### config.mk
export PLATFORM = sky130hd
export DESIGN_NAME = gpio_port6
export DESIGN_NICKNAME = d
export VERILOG_FILES = /design/src/rtl/gpio_port6_pkg.sv /design/src/rtl/gpio_sync.sv /design/src/rtl/gpio_port_regs.sv /design/src/rtl/gpio_wake_det.sv /design/src/rtl/gpio_port6.sv
export SDC_FILE = /design/constraint.sdc
export NUM_CORES = 1
export LEC_CHECK = 0
export ABC_CLOCK_PERIOD_IN_PS = 1050
export BUFFER_PORTS_ARGS = -buffer_cell sky130_fd_sc_hd__buf_2
export CAP_MARGIN = 15
export CORE_AREA = 4 4 50 64
export CTS_CLUSTER_SIZE = 20
export DETAILED_ROUTE_END_ITERATION = 8
export DIE_AREA = 0 0 54 68
export PLACE_DENSITY_LB_ADDON = 0.15
export SYNTH_ARGS = -nofsm -noshare
export SYNTH_HDL_FRONTEND = slang
export SYNTH_SLANG_ARGS = --single-unit
### constraint.sdc
create_clock -name clk -period 1.05 [get_ports clk]
set_input_delay 0.2625 -clock clk [delete_from_list [all_inputs] [get_ports clk]]
set_output_delay 0.2625 -clock clk [all_outputs]
set_load 0.02 [all_outputs]
### src/rtl/gpio_port6_pkg.sv
package gpio_port6_pkg;
    localparam int PORT_W = 6;
    localparam int BUS_W  = 8;
    localparam int SYNC_STAGES = 2;

    // pin roles fixed by the port's pinout
    localparam int RST_PIN = 3;
    localparam int OVR_PIN = 2;
    localparam logic [PORT_W-1:0] INPUT_ONLY_PINS = 6'b00_1000;
    localparam logic [PORT_W-1:0] FEATURE_PINS    = 6'b00_1011;
    localparam logic [PORT_W-1:0] RST_PIN_BIT     = 6'b00_1000;

    typedef struct packed {
        logic pullup_en;
        logic wake_en;
        logic mclr_mode;
        logic p2_force_in;
    } port_cfg_t;

    function automatic logic [PORT_W-1:0] wake_mask(port_cfg_t c);
        logic [PORT_W-1:0] m;
        m = c.wake_en ? FEATURE_PINS : '0;
        if (c.mclr_mode) m = m & ~RST_PIN_BIT;
        return m;
    endfunction

    function automatic logic [PORT_W-1:0] pullup_vec(port_cfg_t c);
        logic [PORT_W-1:0] p;
        p = c.pullup_en ? FEATURE_PINS : '0;
        if (c.mclr_mode) p = p | RST_PIN_BIT;
        return p;
    endfunction
endpackage

### src/rtl/gpio_sync.sv
module gpio_sync #(
    parameter int W      = 6,
    parameter int STAGES = 2
) (
    input  logic         clk,
    input  logic         rst,
    input  logic [W-1:0] d,
    output logic [W-1:0] q
);
    logic [W-1:0] stage_q [STAGES];

    always_ff @(posedge clk) begin
        if (rst) begin
            for (int s = 0; s < STAGES; s++) stage_q[s] <= '0;
        end else begin
            stage_q[0] <= d;
            for (int s = 1; s < STAGES; s++) stage_q[s] <= stage_q[s-1];
        end
    end

    assign q = stage_q[STAGES-1];
endmodule

### src/rtl/gpio_port_regs.sv
module gpio_port_regs #(
    parameter int           W          = 6,
    parameter logic [W-1:0] INPUT_ONLY = '0,
    parameter int           OVR_IDX    = 2
) (
    input  logic         clk,
    input  logic         rst,
    input  logic         port_we,
    input  logic [W-1:0] port_wdata,
    input  logic         dir_we,
    input  logic [W-1:0] acc_data,
    input  logic         force_in,
    output logic [W-1:0] out_val,
    output logic [W-1:0] oe
);
    logic [W-1:0] out_q;
    logic [W-1:0] dir_q;

    always_ff @(posedge clk) begin
        if (rst) begin
            out_q <= '0;
            dir_q <= '1;
        end else begin
            if (port_we) out_q <= port_wdata;
            if (dir_we)  dir_q <= acc_data;
        end
    end

    assign out_val = out_q;

    for (genvar i = 0; i < W; i++) begin : g_pin
        if (INPUT_ONLY[i]) begin : g_in_only
            assign oe[i] = 1'b0;
        end else if (i == OVR_IDX) begin : g_ovr
            assign oe[i] = ~dir_q[i] & ~force_in;
        end else begin : g_plain
            assign oe[i] = ~dir_q[i];
        end
    end

    AST_DIR_AFTER_RST: assert property (@(posedge clk) disable iff (rst)
        $past(rst) |-> (oe == '0));
    AST_LATCH_HOLD: assert property (@(posedge clk) disable iff (rst)
        (!port_we && !$past(rst)) |=> (out_val == $past(out_val)));
    AST_P2_OVERRIDE: assert property (@(posedge clk) disable iff (rst)
        force_in |-> !oe[OVR_IDX]);
endmodule

### src/rtl/gpio_wake_det.sv
module gpio_wake_det #(
    parameter int W = 6
) (
    input  logic         clk,
    input  logic         rst,
    input  logic [W-1:0] lvl,
    input  logic [W-1:0] mask,
    input  logic         rd_strobe,
    output logic         wake
);
    logic [W-1:0] snap_q;
    logic         req_q;
    logic         diff;

    assign diff = |((lvl ^ snap_q) & mask);

    always_ff @(posedge clk) begin
        if (rst) begin
            snap_q <= '0;
            req_q  <= 1'b0;
        end else if (rd_strobe) begin
            snap_q <= lvl;
            req_q  <= 1'b0;
        end else if (diff) begin
            req_q  <= 1'b1;
        end
    end

    assign wake = req_q;

    AST_WAKE_STICKY: assert property (@(posedge clk) disable iff (rst)
        (wake && !rd_strobe) |=> wake);
    AST_WAKE_CLEARED: assert property (@(posedge clk) disable iff (rst)
        rd_strobe |=> !wake);
endmodule

### src/rtl/gpio_port6.sv
module gpio_port6
    import gpio_port6_pkg::*;
#(
    parameter int PINS = PORT_W,
    parameter int DW   = BUS_W
) (
    input  logic            clk,
    input  logic            rst,
    input  logic            port_we,
    input  logic [PINS-1:0] port_wdata,
    input  logic            dir_we,
    input  logic [PINS-1:0] acc_data,
    input  logic            port_re,
    output logic [DW-1:0]   rd_data,
    input  logic [PINS-1:0] alt_sel,
    input  logic            pullup_en,
    input  logic            wake_en,
    input  logic            mclr_mode,
    input  logic            p2_force_in,
    input  logic [PINS-1:0] pad_in,
    output logic [PINS-1:0] pad_out,
    output logic [PINS-1:0] pad_oe,
    output logic [PINS-1:0] pad_pu,
    output logic            wake_req
);
    localparam int PAD_W = DW - PINS;

    port_cfg_t       cfg;
    logic [PINS-1:0] lvl_sync;
    logic [PINS-1:0] wmask;

    assign cfg = '{pullup_en: pullup_en, wake_en: wake_en,
                   mclr_mode: mclr_mode, p2_force_in: p2_force_in};

    gpio_sync #(.W(PINS), .STAGES(SYNC_STAGES)) u_sync (
        .clk (clk),
        .rst (rst),
        .d   (pad_in),
        .q   (lvl_sync)
    );

    gpio_port_regs #(.W(PINS), .INPUT_ONLY(INPUT_ONLY_PINS), .OVR_IDX(OVR_PIN)) u_regs (
        .clk        (clk),
        .rst        (rst),
        .port_we    (port_we),
        .port_wdata (port_wdata),
        .dir_we     (dir_we),
        .acc_data   (acc_data),
        .force_in   (cfg.p2_force_in),
        .out_val    (pad_out),
        .oe         (pad_oe)
    );

    assign wmask = wake_mask(cfg);

    gpio_wake_det #(.W(PINS)) u_wake (
        .clk       (clk),
        .rst       (rst),
        .lvl       (lvl_sync),
        .mask      (wmask),
        .rd_strobe (port_re),
        .wake      (wake_req)
    );

    assign pad_pu  = pullup_vec(cfg);
    assign rd_data = {{PAD_W{1'b0}}, lvl_sync & ~alt_sel};

    AST_ALT_READS_ZERO: assert property (@(posedge clk) disable iff (rst)
        ((rd_data[PINS-1:0] & alt_sel) == '0));
endmodule

# [Word level (Yosys, flattened, before mapping)]
# Memories as Yosys holds them, arrays and structs flattened.
# Index checks and enable logic that the tools add are counted.
[classes] n_mux=9 bitwise_logic=13 reduce_logical=2
[ops] cell="two-way mux 4 bit" n=4
[ops] cell="two-way mux 6 bit" n=2
[ops] cell="bitwise AND 6 x 4 -> 6 bit" n=1
[ops] cell="bitwise AND 6 bit" n=1
[ops] cell="inverter 1 bit" n=6
[ops] cell="inverter 6 bit" n=1
[ops] cell="OR reduction 6 bit" n=1
[ops] cell="XOR 6 bit" n=1
[ops] cell="two-way mux 1 bit" n=3
[ops] cell="OR 1 bit" n=2
[ops] cell="OR reduction 2 bit" n=1
[ops] cell="bitwise AND 1 bit" n=1
[totals] ff_bits=19 ram_bits=12 input_bits=33 output_inout_bits=27 wordCells=29 mem_count=1
[memory_table] name="u_sync.stage_q" depth=2 width=6 rd=2 rd_ports_with_merged_regs=0 write_ports=2 line_no="gpio_sync.sv:10" source="logic [W-1:0] stage_q [STAGES];"

# [Depth between registers and ports, before layout]
[depth] word_depth=4 mapped_depth=3 mapped_depth_nobuf=3

# [Modules after synthesis]
# From an unflattened synthesis, not the netlist that was laid out.
[hier_totals] cells_unflattened=120 area_unflattened_um2=1249.9
[by_module_without_submodules] module="gpio_port_regs" n_inst=1 cells_each=43 area_per_inst_um2=417.9 seq_area_each_um2=220.2
[by_module_without_submodules] module="gpio_sync" n_inst=1 cells_each=31 area_per_inst_um2=411.6 seq_area_each_um2=240.2
[by_module_without_submodules] module="gpio_wake_det" n_inst=1 cells_each=30 area_per_inst_um2=311.5 seq_area_each_um2=140.1
[by_module_without_submodules] module="gpio_port6" n_inst=1 cells_each=16 area_per_inst_um2=108.9 seq_area_each_um2=0.0

# [Worst setup path after synthesis]
# Ideal clock, no wire load.
[synth_timing] kind="reg2out" startpoint="memory u_sync.stage_q[1][0], in the netlist u_sync.stage_q[0][6]" endpoint="output rd_data[0]" arrival_ns=0.677 required_time_ns=0.787 setup_slack_ns=0.111 path_stages_with_launch=2 path_buffers=0 cell_sequence="dfxtp_1 -> nor2b_1"
[synth_rtl] item="start: declaration" line_no="gpio_sync.sv:10"
[synth_rtl] item="end: declaration" line_no="gpio_port6.sv:14" source="output logic [DW-1:0] rd_data,"

==> flow_summary.yaml <==
pwr:
  vdd_drop_max_mv: 0.857
  p_int_uw: 1410
  p_leak_uw: 0.000773
  p_sw_uw: 469
  combPwrFrac_pct: 18.3
  clock_power_share_pct: 22.7
  power.total_uw: 1870
  swShare_pct: 25.0
  powerDensity_mw_per_mm2: 1260
  seqPwrFrac_pct: 59.0
timing:
  fin_ws_ps: -152
  fin_skew_ps: 0.788
  rsz0062_at_grt: "yes"
  fin_crit_sh_pct: 114
  period_needed_ps: 1200
  setup_viol: 12
  hold_viol: 0
  fmax_ghz: 0.832
  drv_slew: 0
worst_setup_path:
  critPathMaxFanout: 3
  reg2reg_depth: 4
  worstReg2RegEnd: "u_wake.wake"
  critical_path_required_ps: 790
  cp-end-kind: "primary output"
  worstSetupStartpointType: "register"
  worst-setup-path-type: "reg -> out"
  cp.arrival_ps: 940
  reg2reg_from: "u_sync.stage_q[0][7]"
  rrSetupSlack_ps: 110
flow_run:
  drv_cap: 0
die:
  core_area_mm2: 0.00260
  dieArea_mm2: 0.00367
  pin_count: 60
  die_h_um: 68
  row_count: 21
  die_x_um: 54
  start_util_pct: 38.6
logic_synthesis:
  seq_area_frac_synth_pct: 53.8
  syn_avg_cell_area_um2: 10.0
  yosys.cell_types.count: 17
  synth_warnings: 0
  syn_inst: 100
  netlist_area_mm2: 0.00100
  synth_seq_cells: 27
clock_network:
  clkTransAtPathRegs_ps: 130
  clockBufferDepth: 2
  hold_buffers: 0
  cts_buffers: 3
  clk_latency_ps: 310
  h-tree-depth: 1
  clockRootBuffer: "clkbuf_4"
  cts_num_sinks: 27
  cts_tree: "built"
layout:
  utilization_pct: 57.1
  area_growth_pct: 47.8
  nets: 191
  drive_gt1_share_pct: 56.1
  n_antenna_cell: 0
drt:
  antenna_left: 0
  via_count: 792
  first_pass_iters: 4
  routed_wirelength_mm: 1.89
  wirelength_met1_um: 735
  first_iter_violations: 6
  routed_via_density: 4.15
  wl_met3_um: 156
  wl_per_cell_um: 9.90
  drc_errors: 0
  highest_layer: "met4"
  wl_met2_um: 984
hold_path:
  hold_class: "in -> reg"
  min_to: "u_sync.stage_q[0][4]"
  hold_path_depth: 2
  hp-start: "pad_in[4]"
grt:
  grt_pass1_vias: 780
  antenna_found_initial: 0
  groute.usage.overall_pct: 10.7
  grt-ovfl-total: 0
  grt_pass1_wl_mm: 2.97
  grt_max_degree: 18
placement:
  port_buffers: 52
  gp_congestion: 0.606
  hpwl_mm: 1.43
outcome:
  status: "finished with violations"
  violations: "negative setup slack"
==> repair_timing <==
item | 4_1_cts | 5_1_grt
setup buffers | 5 | 2
endpoints found under the setup margin | 19 | 19
pin swaps | 1 | 3
gates resized for setup | 53 | 7
gates cloned | 0 | 0
==> power by group through the flow <==
stage | clock, uW | combinational (uW) | sequential [uW]
floorplan | 0 | 168 | 1130
global placement | 0 | 268 | 1120
detailed placement | 0 | 273 | 1120
CTS | 453 | 334 | 1110
global route | 492 | 379 | 1110
finish | 426 | 343 | 1110
==> sequential cells by signal, summed over array words and instances (netlist names) <==
name            flops
u_wake.wake         1
u_regs.dir_q        5
u_sync.stage_q     12
u_regs.out_val      6
u_wake.snap_q       3
==> routing by layer <==
| metal | vias up | track usage (%) |
|---|---|---|
| met5 | - | 0 |
| met4 | 0 | 4.67 |
| met3 | 2 | 1.96 |
| met2 | 34 | 20.2 |
| met1 | 342 | 11.3 |
| li1 | 414 | - |
==> through the flow <==
stage / hold slack [ps] / area (um2) / setup TNS (ps) / setup WS, ps / std cells
6_report: 140 / 1490 / -941 / -152 / 191
4_1_cts: 126 / 1450 / -1240 / -176 / 189
3_3_place_gp: 412 / 1260 / -10.2 / -10.2 / 180
3_5_place_dp: 420 / 1260 / -16.7 / -16.7 / 180
2_1_floorplan: 334 / 1020 / 0 / 111 / 105
5_1_grt: 118 / 1490 / -1790 / -229 / 191
==> layout by cell type, fill, tap and decap left out, types with 4 or more instances in the layout <==
| cell | n |
|---|---|
| buf_2 | 33 |
| inv_2 | 4 |
| buf_4 | 12 |
| conb_1 | 6 |
| o211ai_1 | 4 |
| buf_6 | 15 |
| nor2_1 | 10 |
| nor2b_1 | 8 |
| dfxtp_2 | 16 |
| mux2i_1 | 10 |
| nand2_1 | 5 |
| and2b_1 | 8 |
| dfxtp_1 | 11 |
==> critical path, cell delays in order, from the launching register on <==
cell and delay (ps):
dfxtp_2 360, nor2b_1 120, buf_4 140
==> area by class of cell <==
type	instances	area, um2
Tap cell	34	42.5
Multi-Input combinational cell	60	408
Clock inverter	1	5.00
Timing Repair Buffer	60	424
Fill cell	240	1120
Clock buffer	3	22.5
Sequential cell	27	561
Inverter	6	22.5
==> worst max-delay path by stage <==
stage | depth (start not counted) | from | to
5_1_grt | 2 | u_sync.stage_q[0][6] | rd_data[0]
4_1_cts | 2 | u_sync.stage_q[0][6] | rd_data[0]
3_3_place_gp | 3 | mclr_mode | pad_pu[3]
6_report | 2 | u_sync.stage_q[0][6] | rd_data[0]
3_5_place_dp | 3 | mclr_mode | pad_pu[3]
2_1_floorplan | 1 | u_sync.stage_q[0][6] | rd_data[0]
==> synth_stat cells <==
| cell type | number | area share, % |
|---|---|---|
| o211ai_1 | 4 | 3.0 |
| and2b_1 | 8 | 6.0 |
| buf_2 | 2 | 1.0 |
| a211oi_1 | 1 | 0.75 |
| mux2i_1 | 10 | 10 |
| clkbuf_1 | 2 | 0.75 |
| o21ai_0 | 1 | 0.50 |
| xor2_1 | 3 | 2.6 |
| conb_1 | 1 | 0.37 |
| inv_1 | 6 | 2.2 |
| nand2_1 | 5 | 1.9 |
| a31oi_1 | 1 | 0.62 |
| buf_4 | 8 | 6.0 |
| nor2b_1 | 10 | 6.2 |
| nor2_1 | 10 | 3.7 |
| dfxtp_1 | 27 | 54 |
| or2_2 | 1 | 0.62 |
==> cells by family after synthesis <==
| group | share of synthesized area (%) |
|---|---|
| compound gates | 4.86 |
| xor+xnor | 2.62 |
| buf+inv | 9.96 |
| flops | 53.8 |
| mux | 9.96 |
| other cells | 0.373 |
| simple gates | 18.4 |
Note: power is estimated with default switching activity, not from simulation.
